<file path="config.mk">
export PLATFORM = sky130hd
export DESIGN_NAME = pdx_unit
export DESIGN_NICKNAME = d
export VERILOG_FILES = /design/src/rtl/pdx_pkg.sv /design/src/rtl/pdx_trig_sel.sv /design/src/rtl/pdx_rx_buf.sv /design/src/rtl/pdx_out_stage.sv /design/src/rtl/pdx_in_capture.sv /design/src/rtl/pdx_unit.sv
export SDC_FILE = /design/constraint.sdc
export NUM_CORES = 1
export LEC_CHECK = 0
export CAP_MARGIN = 5
export CORE_AREA = 2 2 91 93
export CTS_BUF_LIST = sky130_fd_sc_hd__clkbuf_8
export DETAILED_ROUTE_END_ITERATION = 8
export DIE_AREA = 0 0 93 95
export PLACE_DENSITY = 0.76
export SYNTH_ARGS = -nofsm -noshare
export SYNTH_HDL_FRONTEND = slang
export SYNTH_SLANG_ARGS = --single-unit
</file>
<file path="constraint.sdc">
create_clock -name clk -period 1.3 [get_ports clk]
set_input_delay 0.26 -clock clk [delete_from_list [all_inputs] [get_ports clk]]
set_output_delay 0.26 -clock clk [all_outputs]
set_load 0.01 [all_outputs]
</file>
<file path="src/rtl/pdx_pkg.sv">
package pdx_pkg;

    localparam int PD_BYTES   = 2;
    localparam int PD_WIDTH   = 8 * PD_BYTES;
    localparam int PHASE_W    = 3;

    typedef enum logic [PHASE_W-1:0] {
        PH_ZERO  = 3'd0,
        PH_ONE   = 3'd1,
        PH_TWO   = 3'd2,
        PH_THREE = 3'd3,
        PH_FOUR  = 3'd4,
        PH_NRT   = 3'd7
    } comm_phase_e;

    typedef struct packed {
        logic       we;
        logic       sel;
        logic [7:0] data;
        logic       commit;
    } rx_req_t;

    function automatic logic phase_is_fallback(input logic [PHASE_W-1:0] ph);
        return (ph == PH_ZERO) || (ph == PH_NRT);
    endfunction

endpackage

</file>
<file path="src/rtl/pdx_trig_sel.sv">
module pdx_trig_sel (
    input  logic clk,
    input  logic rst,
    input  logic cfg_uc_en,
    input  logic ev_uc_start,
    input  logic ev_mdt0_start,
    output logic io_trig
);
    always_comb begin
        if (cfg_uc_en) io_trig = ev_uc_start;
        else           io_trig = ev_mdt0_start;
    end

    // an unselected event never produces a trigger
    assert_unselected_ignored_R4: assert property (@(posedge clk) disable iff (rst)
        (cfg_uc_en && !ev_uc_start) || (!cfg_uc_en && !ev_mdt0_start) |-> !io_trig);
endmodule

</file>
<file path="src/rtl/pdx_rx_buf.sv">
module pdx_rx_buf
    import pdx_pkg::*;
#(
    parameter int BYTES = PD_BYTES
) (
    input  logic               clk,
    input  logic               rst,
    input  rx_req_t            req,
    input  logic               io_trig,
    input  logic               fallback,
    output logic [8*BYTES-1:0] held_word,
    output logic               held_valid
);
    localparam int W = 8 * BYTES;

    logic [BYTES-1:0][7:0] stage_q;
    logic [W-1:0]          hold_q;
    logic                  valid_q;

    always_ff @(posedge clk) begin
        if (rst) begin
            stage_q <= '0;
        end else if (req.we) begin
            for (int b = 0; b < BYTES; b++) begin
                if (int'(req.sel) == b) stage_q[b] <= req.data;
            end
        end
    end

    always_ff @(posedge clk) begin
        if (rst) begin
            hold_q  <= '0;
            valid_q <= 1'b0;
        end else if (fallback) begin
            valid_q <= 1'b0;
        end else if (req.commit) begin
            hold_q  <= stage_q;
            valid_q <= 1'b1;
        end else if (io_trig) begin
            valid_q <= 1'b0;
        end
    end

    assign held_word  = hold_q;
    assign held_valid = valid_q;

    // a commit always leaves a fresh word, even if a trigger came at the same time
    assert_commit_sets_valid_R6: assert property (@(posedge clk) disable iff (rst)
        req.commit && !fallback |=> held_valid);

    // a trigger without a commit consumes the fresh word
    assert_trig_consumes_R5: assert property (@(posedge clk) disable iff (rst)
        io_trig && !req.commit |=> !held_valid);

    // the held word changes only through a commit
    assert_hold_only_on_commit_R7: assert property (@(posedge clk) disable iff (rst)
        !req.commit |=> $stable(held_word));
endmodule

</file>
<file path="src/rtl/pdx_out_stage.sv">
module pdx_out_stage #(
    parameter int W = 16
) (
    input  logic         clk,
    input  logic         rst,
    input  logic         io_trig,
    input  logic         fallback,
    input  logic [W-1:0] held_word,
    input  logic         held_valid,
    output logic [W-1:0] do_pins
);
    logic [W-1:0] out_q;

    always_ff @(posedge clk) begin
        if (rst)                        out_q <= '0;
        else if (fallback)              out_q <= '0;
        else if (io_trig && held_valid) out_q <= held_word;
    end

    assign do_pins = out_q;

    // outputs are low in the clock after a fallback phase is seen
    assert_fallback_low_R8: assert property (@(posedge clk) disable iff (rst)
        fallback |=> (do_pins == '0));

    // without a trigger or a fallback the pins hold
    assert_hold_without_trig_R3: assert property (@(posedge clk) disable iff (rst)
        !io_trig && !fallback |=> $stable(do_pins));
endmodule

</file>
<file path="src/rtl/pdx_in_capture.sv">
module pdx_in_capture #(
    parameter int BYTES       = 2,
    parameter int SYNC_STAGES = 2
) (
    input  logic               clk,
    input  logic               rst,
    input  logic [8*BYTES-1:0] di_pins,
    input  logic               io_trig,
    input  logic [((BYTES > 1) ? $clog2(BYTES) : 1)-1:0] tx_sel,
    output logic [7:0]         tx_data
);
    localparam int W = 8 * BYTES;

    logic [W-1:0] sync_out;
    logic [W-1:0] snd_q;

    for (genvar g = 0; g < SYNC_STAGES; g++) begin : gen_sync
        logic [W-1:0] q;
        if (g == 0) begin : g_first
            always_ff @(posedge clk) begin
                if (rst) q <= '0;
                else     q <= di_pins;
            end
        end else begin : g_next
            always_ff @(posedge clk) begin
                if (rst) q <= '0;
                else     q <= gen_sync[g-1].q;
            end
        end
    end

    assign sync_out = gen_sync[SYNC_STAGES-1].q;

    always_ff @(posedge clk) begin
        if (rst)          snd_q <= '0;
        else if (io_trig) snd_q <= sync_out;
    end

    assign tx_data = snd_q[int'(tx_sel)*8 +: 8];

    // the send buffer never moves between triggers
    assert_send_stable_R10: assert property (@(posedge clk) disable iff (rst)
        !io_trig |=> $stable(snd_q));
endmodule

</file>
<file path="src/rtl/pdx_unit.sv">
module pdx_unit
    import pdx_pkg::*;
#(
    parameter int SYNC_STAGES = 2
) (
    input  logic                clk,
    input  logic                rst,
    input  logic                cfg_uc_en,
    input  logic                ev_uc_start,
    input  logic                ev_mdt0_start,
    input  logic [PHASE_W-1:0]  comm_phase,
    input  logic                rx_we,
    input  logic                rx_sel,
    input  logic [7:0]          rx_data,
    input  logic                rx_commit,
    input  logic [PD_WIDTH-1:0] di_pins,
    input  logic                tx_sel,
    output logic [7:0]          tx_data,
    output logic [PD_WIDTH-1:0] do_pins
);
    logic                io_trig;
    logic                fallback;
    logic [PD_WIDTH-1:0] held_word;
    logic                held_valid;
    rx_req_t             req;

    assign fallback = phase_is_fallback(comm_phase);
    assign req      = '{we: rx_we, sel: rx_sel, data: rx_data, commit: rx_commit};

    pdx_trig_sel u_trig (
        .clk(clk), .rst(rst), .cfg_uc_en(cfg_uc_en),
        .ev_uc_start(ev_uc_start), .ev_mdt0_start(ev_mdt0_start),
        .io_trig(io_trig)
    );

    pdx_rx_buf #(.BYTES(PD_BYTES)) u_rx (
        .clk(clk), .rst(rst), .req(req), .io_trig(io_trig),
        .fallback(fallback), .held_word(held_word), .held_valid(held_valid)
    );

    pdx_out_stage #(.W(PD_WIDTH)) u_out (
        .clk(clk), .rst(rst), .io_trig(io_trig), .fallback(fallback),
        .held_word(held_word), .held_valid(held_valid), .do_pins(do_pins)
    );

    pdx_in_capture #(.BYTES(PD_BYTES), .SYNC_STAGES(SYNC_STAGES)) u_in (
        .clk(clk), .rst(rst), .di_pins(di_pins), .io_trig(io_trig),
        .tx_sel(tx_sel), .tx_data(tx_data)
    );
endmodule

</file>
==> results_dict.tcl, run 1 <==
set metrics [dict create \
    dieWidth_um 93 \
    vias 3087 \
    worstMarginPinSlew_ns 0.410 \
    startpoint "u_in.snd_q[3]$_SDFFE_PP0P_" \
    die-area_um2 8840 \
    met2WireLength_um 3890 \
    finalWirelength_um 8190 \
    hold_path.class "in2reg" \
    io_pins 60 \
    min_period_ns 1.35 \
    crit_fanout 2 \
    htree_num_levels 3 \
    ys_types 29 \
    dp_cells 568 \
    intPower_mw 4.22 \
    layout_commonest_cell "dfxtp_1" \
    drcViolationCount 0 \
    initial_core_util 0.485 \
    grt_pass1_vias 2858 \
    timing.final.crit_share 1.04 \
    diodes 0 \
    drive_above_1_share 0.187 \
    worst_path_largest_cell_delay_ns 0.34 \
    setup_viol 8 \
    antenna_found_initial 0 \
    portBuffers 59 \
    ys_ff_latch 97 \
    viasPerCell 5.26 \
    fillers 685 \
    grt_max_degree 81 \
    nets 513 \
    crit_path_start_kind "register" \
    numCtsBuffers 9 \
    grt-ovfl-total 0 \
    final_cell_mix "90 x dfxtp_1, 64 x a21oi_1, 41 x nand2_1" \
    criticalPathCategory "reg2out" \
    swShare 0.274 \
    cts_sinks 97 \
    hold_start "rst" \
    die_y_um 95 \
    ir_drop_v 0.000691 \
    final_area_um2 4890 \
    fin_cells 587 \
    drt_pass1_iterations 4 \
    finClkSkew_ns 0.0108 \
    drt-initial-drc-count 135 \
    ant_nets 0 \
    r2r_start "u_rx.held_word[12]$_SDFFE_PP0P_" \
    yosysWarnings 0 \
    syn-num-nets 456 \
    synthToLayoutAreaGrowth_pct 27.0 \
    clock_path_buffers 2 \
    required_ns 1.04 \
    pwr-share-seq 0.546 \
    cts_tree "built" \
    outcome "complete, but fails checks" \
    worstPathArrival_ns 1.09 \
    multi_input_area_um2 1730 \
    worst_slack_ns -0.0528 \
    grt_usage 0.193 \
    leakage_nw 1.83 \
    core_area_um2 7930 \
    ff_latch_area_um2 1950 \
    synth_cells 420 \
    maxCapViolations 0 \
    grt_pass1_wl_um 13400 \
    highest_layer "met4" \
    cp_cell_sequence "mux2_4 > buf_6" \
    wire_per_inst_um 14.0 \
    row_count 33 \
    routedLengthMet1_um 3740 \
    slew_headroom 0.726 \
    p_sw_mw 1.59 \
    postPlaceCellArea_um2 4610 \
    insertion_delay_ns 0.37 \
    finalMaxSlewViolations 0 \
    hold_viol_final 0 \
    gp_congestion 0.829 \
    clockRootBuffer "clkbuf_8" \
    dp_slack_ns -0.673 \
    dpl.hpwl_um 5490 \
    max_freq_mhz 739 \
    violations "negative setup slack" \
    path_clk_slew_ns 0.10 \
    crit_path_top_delay_cell "dfxtp_2" \
    combPwrFrac 0.123 \
    power.share.clock 0.331 \
    dr_wl_met3_um 380 \
    worstSetupEndpointType "output pin" \
    reg2reg_slack_ns 0.20 \
    power_per_cell_area_nw_per_um2 1190 \
    netlist_area_um2 3850 \
    ys_seq_area_frac 0.505 \
    syn_avg_cell_area_um2 9.16 \
    rsz0062_at_grt "true" \
]
stage by stage:
stage / utilization / setup TNS (ns) / hold WS, ns / power, mW
after floorplan: - / 0 / 0.388 / 3.65
after CTS: 0.612 / -0.525 / 0.413 / 5.86
final: 0.616 / -0.379 / 0.410 / 5.81
after detailed placement: 0.581 / -27.31 / 0.421 / 3.93
after global routing: 0.616 / -0.757 / 0.414 / 6.07
after global placement: 0.581 / -24.99 / 0.417 / 3.91
synthesized netlist by cell type (all sizes together):
cell type   n  area share
inv        16       0.016
clkbuf     24       0.023
mux2i       9       0.023
nand3b     16       0.031
nor2b      33       0.054
a21oi      73        0.10
or3b        1      0.0023
or3        16       0.026
nand3      25       0.036
nor3        1      0.0013
o21ai      16       0.021
dfxtp      97        0.50
nor2       11       0.011
and3b       1      0.0033
nand2      41       0.040
mux2        9       0.026
and2        1      0.0016
buf        14       0.022
a2111oi    16       0.053
what timing repair did:
action	in CTS	in global routing
setup buffers	0	1
gates cloned	1	1
gates resized for setup	75	10
setup endpoints to repair	57	29
hold buffers	0	0
logic make-up (layout without fill, tap and decap cells):
| kind of cell | after synthesis | count (layout) | synth area share |
|---|---|---|---|
| AOI/OAI and AO/OA | 105 | 105 | 0.178 |
| buffers and inverters | 54 | 115 | 0.0615 |
| DFF | 97 | 97 | 0.505 |
| muxes | 18 | 18 | 0.0498 |
| and+or+nand+nor | 146 | 147 | 0.207 |
power groups by stage:
stage / clock [mW] / sequential, mW / combinational (mW)
after floorplan: 0 / 3.21 / 0.442
after global placement: 0 / 3.23 / 0.675
after detailed placement: 0 / 3.24 / 0.695
after CTS: 1.98 / 3.17 / 0.709
after global routing: 2.10 / 3.19 / 0.786
final: 1.92 / 3.17 / 0.716
path summary, 6_finish.rpt:
kind	end	cells after the start
worst max-delay path	tx_data[3]	2
worst min-delay path	u_in.gen_sync[0].q[4]$_SDFF_PP0_	3
worst max register to register	u_rx.held_word[12]$_SDFFE_PP0P_	3
worst min register to register	u_in.snd_q[0]$_SDFFE_PP0P_	2
registers in the layout, summed over array words and instances (netlist names):
register,cells
u_in.snd_q,16
u_rx.held_valid,1
u_rx.stage_q,16
u_out.do_pins,16
u_rx.held_word,16
u_in.gen_sync.q,32
routing by layer:
metal | vias up | GRT usage
met5 | - | 0
met3 | 13 | 0.0407
met1 | 1437 | 0.251
li1 | 1561 | -
met4 | 0 | 0.0858
met2 | 76 | 0.311
worst max-delay path: cells and delay by family, from the launching register on:
family | cells | cell delay, ns
buffers and inverters | 1 | 0.12
flip-flops | 1 | 0.34
multiplexers | 1 | 0.27
area by class of cell:
class,count,area share
multi-input cells,270,0.353
clock buffers,9,0.0253
repair buffers,83,0.167
inverters,16,0.0123
flip-flops and latches,97,0.399
clock inverters,7,0.0166
well taps,105,0.0269
Power figures use the tool's default switching activity.
==> run 2: changes to the inputs <==
GPL_TIMING_DRIVEN = 0   (was default)
==> run 2 against run 1 <==
Register-to-register slack worse by 0.12 ns. The flow still finishes with violations (negative setup slack). Wire length is 4.4% higher. Cell area is 0.84% lower. Utilization is 0.52 points lower. Via count is 0.42% higher. Largest cell class unchanged. Total power is 2.8% higher. Hold slack worse by 0.18 ns. Die area stayed put. Clock skew is 0.0011 ns lower.
==> results_dict.tcl, run 2 (synthesis results as in run 1) <==
set metrics [dict create \
    outcome "complete, but fails checks" \
    violations "negative setup slack" \
    p_sw_mw 1.60 \
    worstMarginPinSlew_ns 0.625 \
    layout_commonest_cell "dfxtp_1" \
    largest_reg_flops 32 \
    hold_buffers 0 \
    cts_sinks 97 \
    fin_util 0.611 \
    portBuffers 51 \
    dp_cells 576 \
    initial_core_util 0.485 \
    power.share.clock 0.350 \
    finalMaxSlewViolations 0 \
    drt-initial-drc-count 245 \
    power_per_cell_area_nw_per_um2 1230 \
    viasPerCell 5.19 \
    ant_nets 0 \
    slew_headroom 0.583 \
    io_pins 60 \
    fin_tns_setup_ns -0.404 \
    setup_viol 8 \
    diodes 0 \
    wire_per_inst_um 14.3 \
    final_cell_mix "82 x dfxtp_1, 64 x a21oi_1, 41 x nand2_1" \
    grt_usage 0.207 \
    grt_pass1_wl_um 14500 \
    regMostFlops "u_in.gen_sync.q" \
    min_period_ns 1.36 \
    clockRootBuffer "clkbuf_8" \
    pwr-share-seq 0.531 \
    clock_path_buffers 2 \
    ir_drop_v 0.000652 \
    criticalPathCategory "reg2out" \
    crit_path_start_kind "register" \
    dpl.hpwl_um 6040 \
    grt-ovfl-total 0 \
    required_ns 1.04 \
    postPlaceCellArea_um2 4510 \
    antenna_found_initial 0 \
    path_clk_slew_ns 0.10 \
    intPower_mw 4.38 \
    synthToLayoutAreaGrowth_pct 26.0 \
    gp_congestion 0.856 \
    hold_viol_final 0 \
    dieWidth_um 93 \
    leakage_nw 1.80 \
    combPwrFrac 0.118 \
    final_area_um2 4850 \
    finClkSkew_ns 0.00963 \
    fin_cells 597 \
    worstPathArrival_ns 1.10 \
    worst_slack_ns -0.0626 \
    swShare 0.267 \
    max_freq_mhz 734 \
    maxCapViolations 0 \
    hold_path.class "in2reg" \
    grt_max_degree 20 \
    timing.final.crit_share 1.05 \
    die_y_um 95 \
    finalWirelength_um 8550 \
    nets 523 \
    drive_above_1_share 0.201 \
    vias 3100 \
    numCtsBuffers 9 \
    grt_pass1_vias 3023 \
    die-area_um2 8840 \
    core_area_um2 7930 \
    drt_pass1_iterations 4 \
    crit_fanout 2 \
    total_power_mw 5.97 \
    worstSetupEndpointType "output pin" \
    drcViolationCount 0 \
    htree_num_levels 3 \
    row_count 33 \
    cts_tree "built" \
    insertion_delay_ns 0.37 \
    rsz0062_at_grt "true" \
]
run 2: cell types whose count changed in the layout (fill, tap and decap cells not counted), sizes merged:
cell,change
clkbuf,+23
buf,-5
clkdlybuf4s15,-2
clkdlybuf4s50,-2
dlymetal6s2s,-2
and3b,-1
bufinv,+1
clkinv,-1
dlygate4sd2,-1
run 2: power by group through the flow:
stage	clock, mW	sequential, mW	combinational, mW
floorplan	0	3.21	0.442
global placement	0	3.23	0.643
detailed placement	0	3.23	0.663
CTS	2.11	3.17	0.694
global route	2.26	3.19	0.781
finish	2.09	3.18	0.707
run 2: worst max-delay path: stages, from the launching register on:
cell and delay (ns):
dfxtp_2 0.34, mux2_2 0.27, buf_6 0.12
run 2: layout make-up:
cell class | count | area [µm²]
Buffer | 36 | 208
Clock inverter | 7 | 95.1
Inverter | 16 | 60.1
Sequential cell | 97 | 1960
Multi-Input combinational cell | 269 | 1710
Fill cell | 701 | 3080
Timing Repair Buffer | 58 | 553
Tap cell | 105 | 131
Clock buffer | 9 | 124
run 2: final timing paths:
path	start	end	slack (ns)	depth (start not counted)
worst max-delay path	u_in.snd_q[10]$_SDFFE_PP0P_	tx_data[2]	-0.06	2
worst min-delay path	rx_we	u_rx.stage_q[13]$_SDFFE_PP0P_	0.23	3
worst max register to register	u_rx.held_valid$_SDFFE_PP0P_	u_out.do_pins[8]$_SDFFE_PP0P_	0.08	4
worst min register to register	u_in.gen_sync[0].q[13]$_SDFF_PP0_	u_in.gen_sync[1].q[13]$_SDFF_PP0_	0.44	1
run 2: through the flow:
stage	hold WS, ns	worst slack (ns)
finish	0.230	-0.0626
global route	0.236	-0.0984
floorplan	0.388	0.00358
CTS	0.227	-0.118
global placement	0.418	-0.817
detailed placement	0.422	-0.853
run 2: metal layers:
metal / global-route usage / wire [µm] / vias up
met5: 0 / 0 / -
met4: 0.0674 / 121 / 0
met3: 0.0423 / 412 / 10
met2: 0.337 / 4090 / 77
met1: 0.278 / 3930 / 1436
li1: - / - / 1577
run 2: what timing repair did:
item | 4_1_cts | 5_1_grt
cloned | 1 | 0
setup endpoints to repair | 57 | 25
resized for setup | 88 | 19
setup buffers | 4 | 2
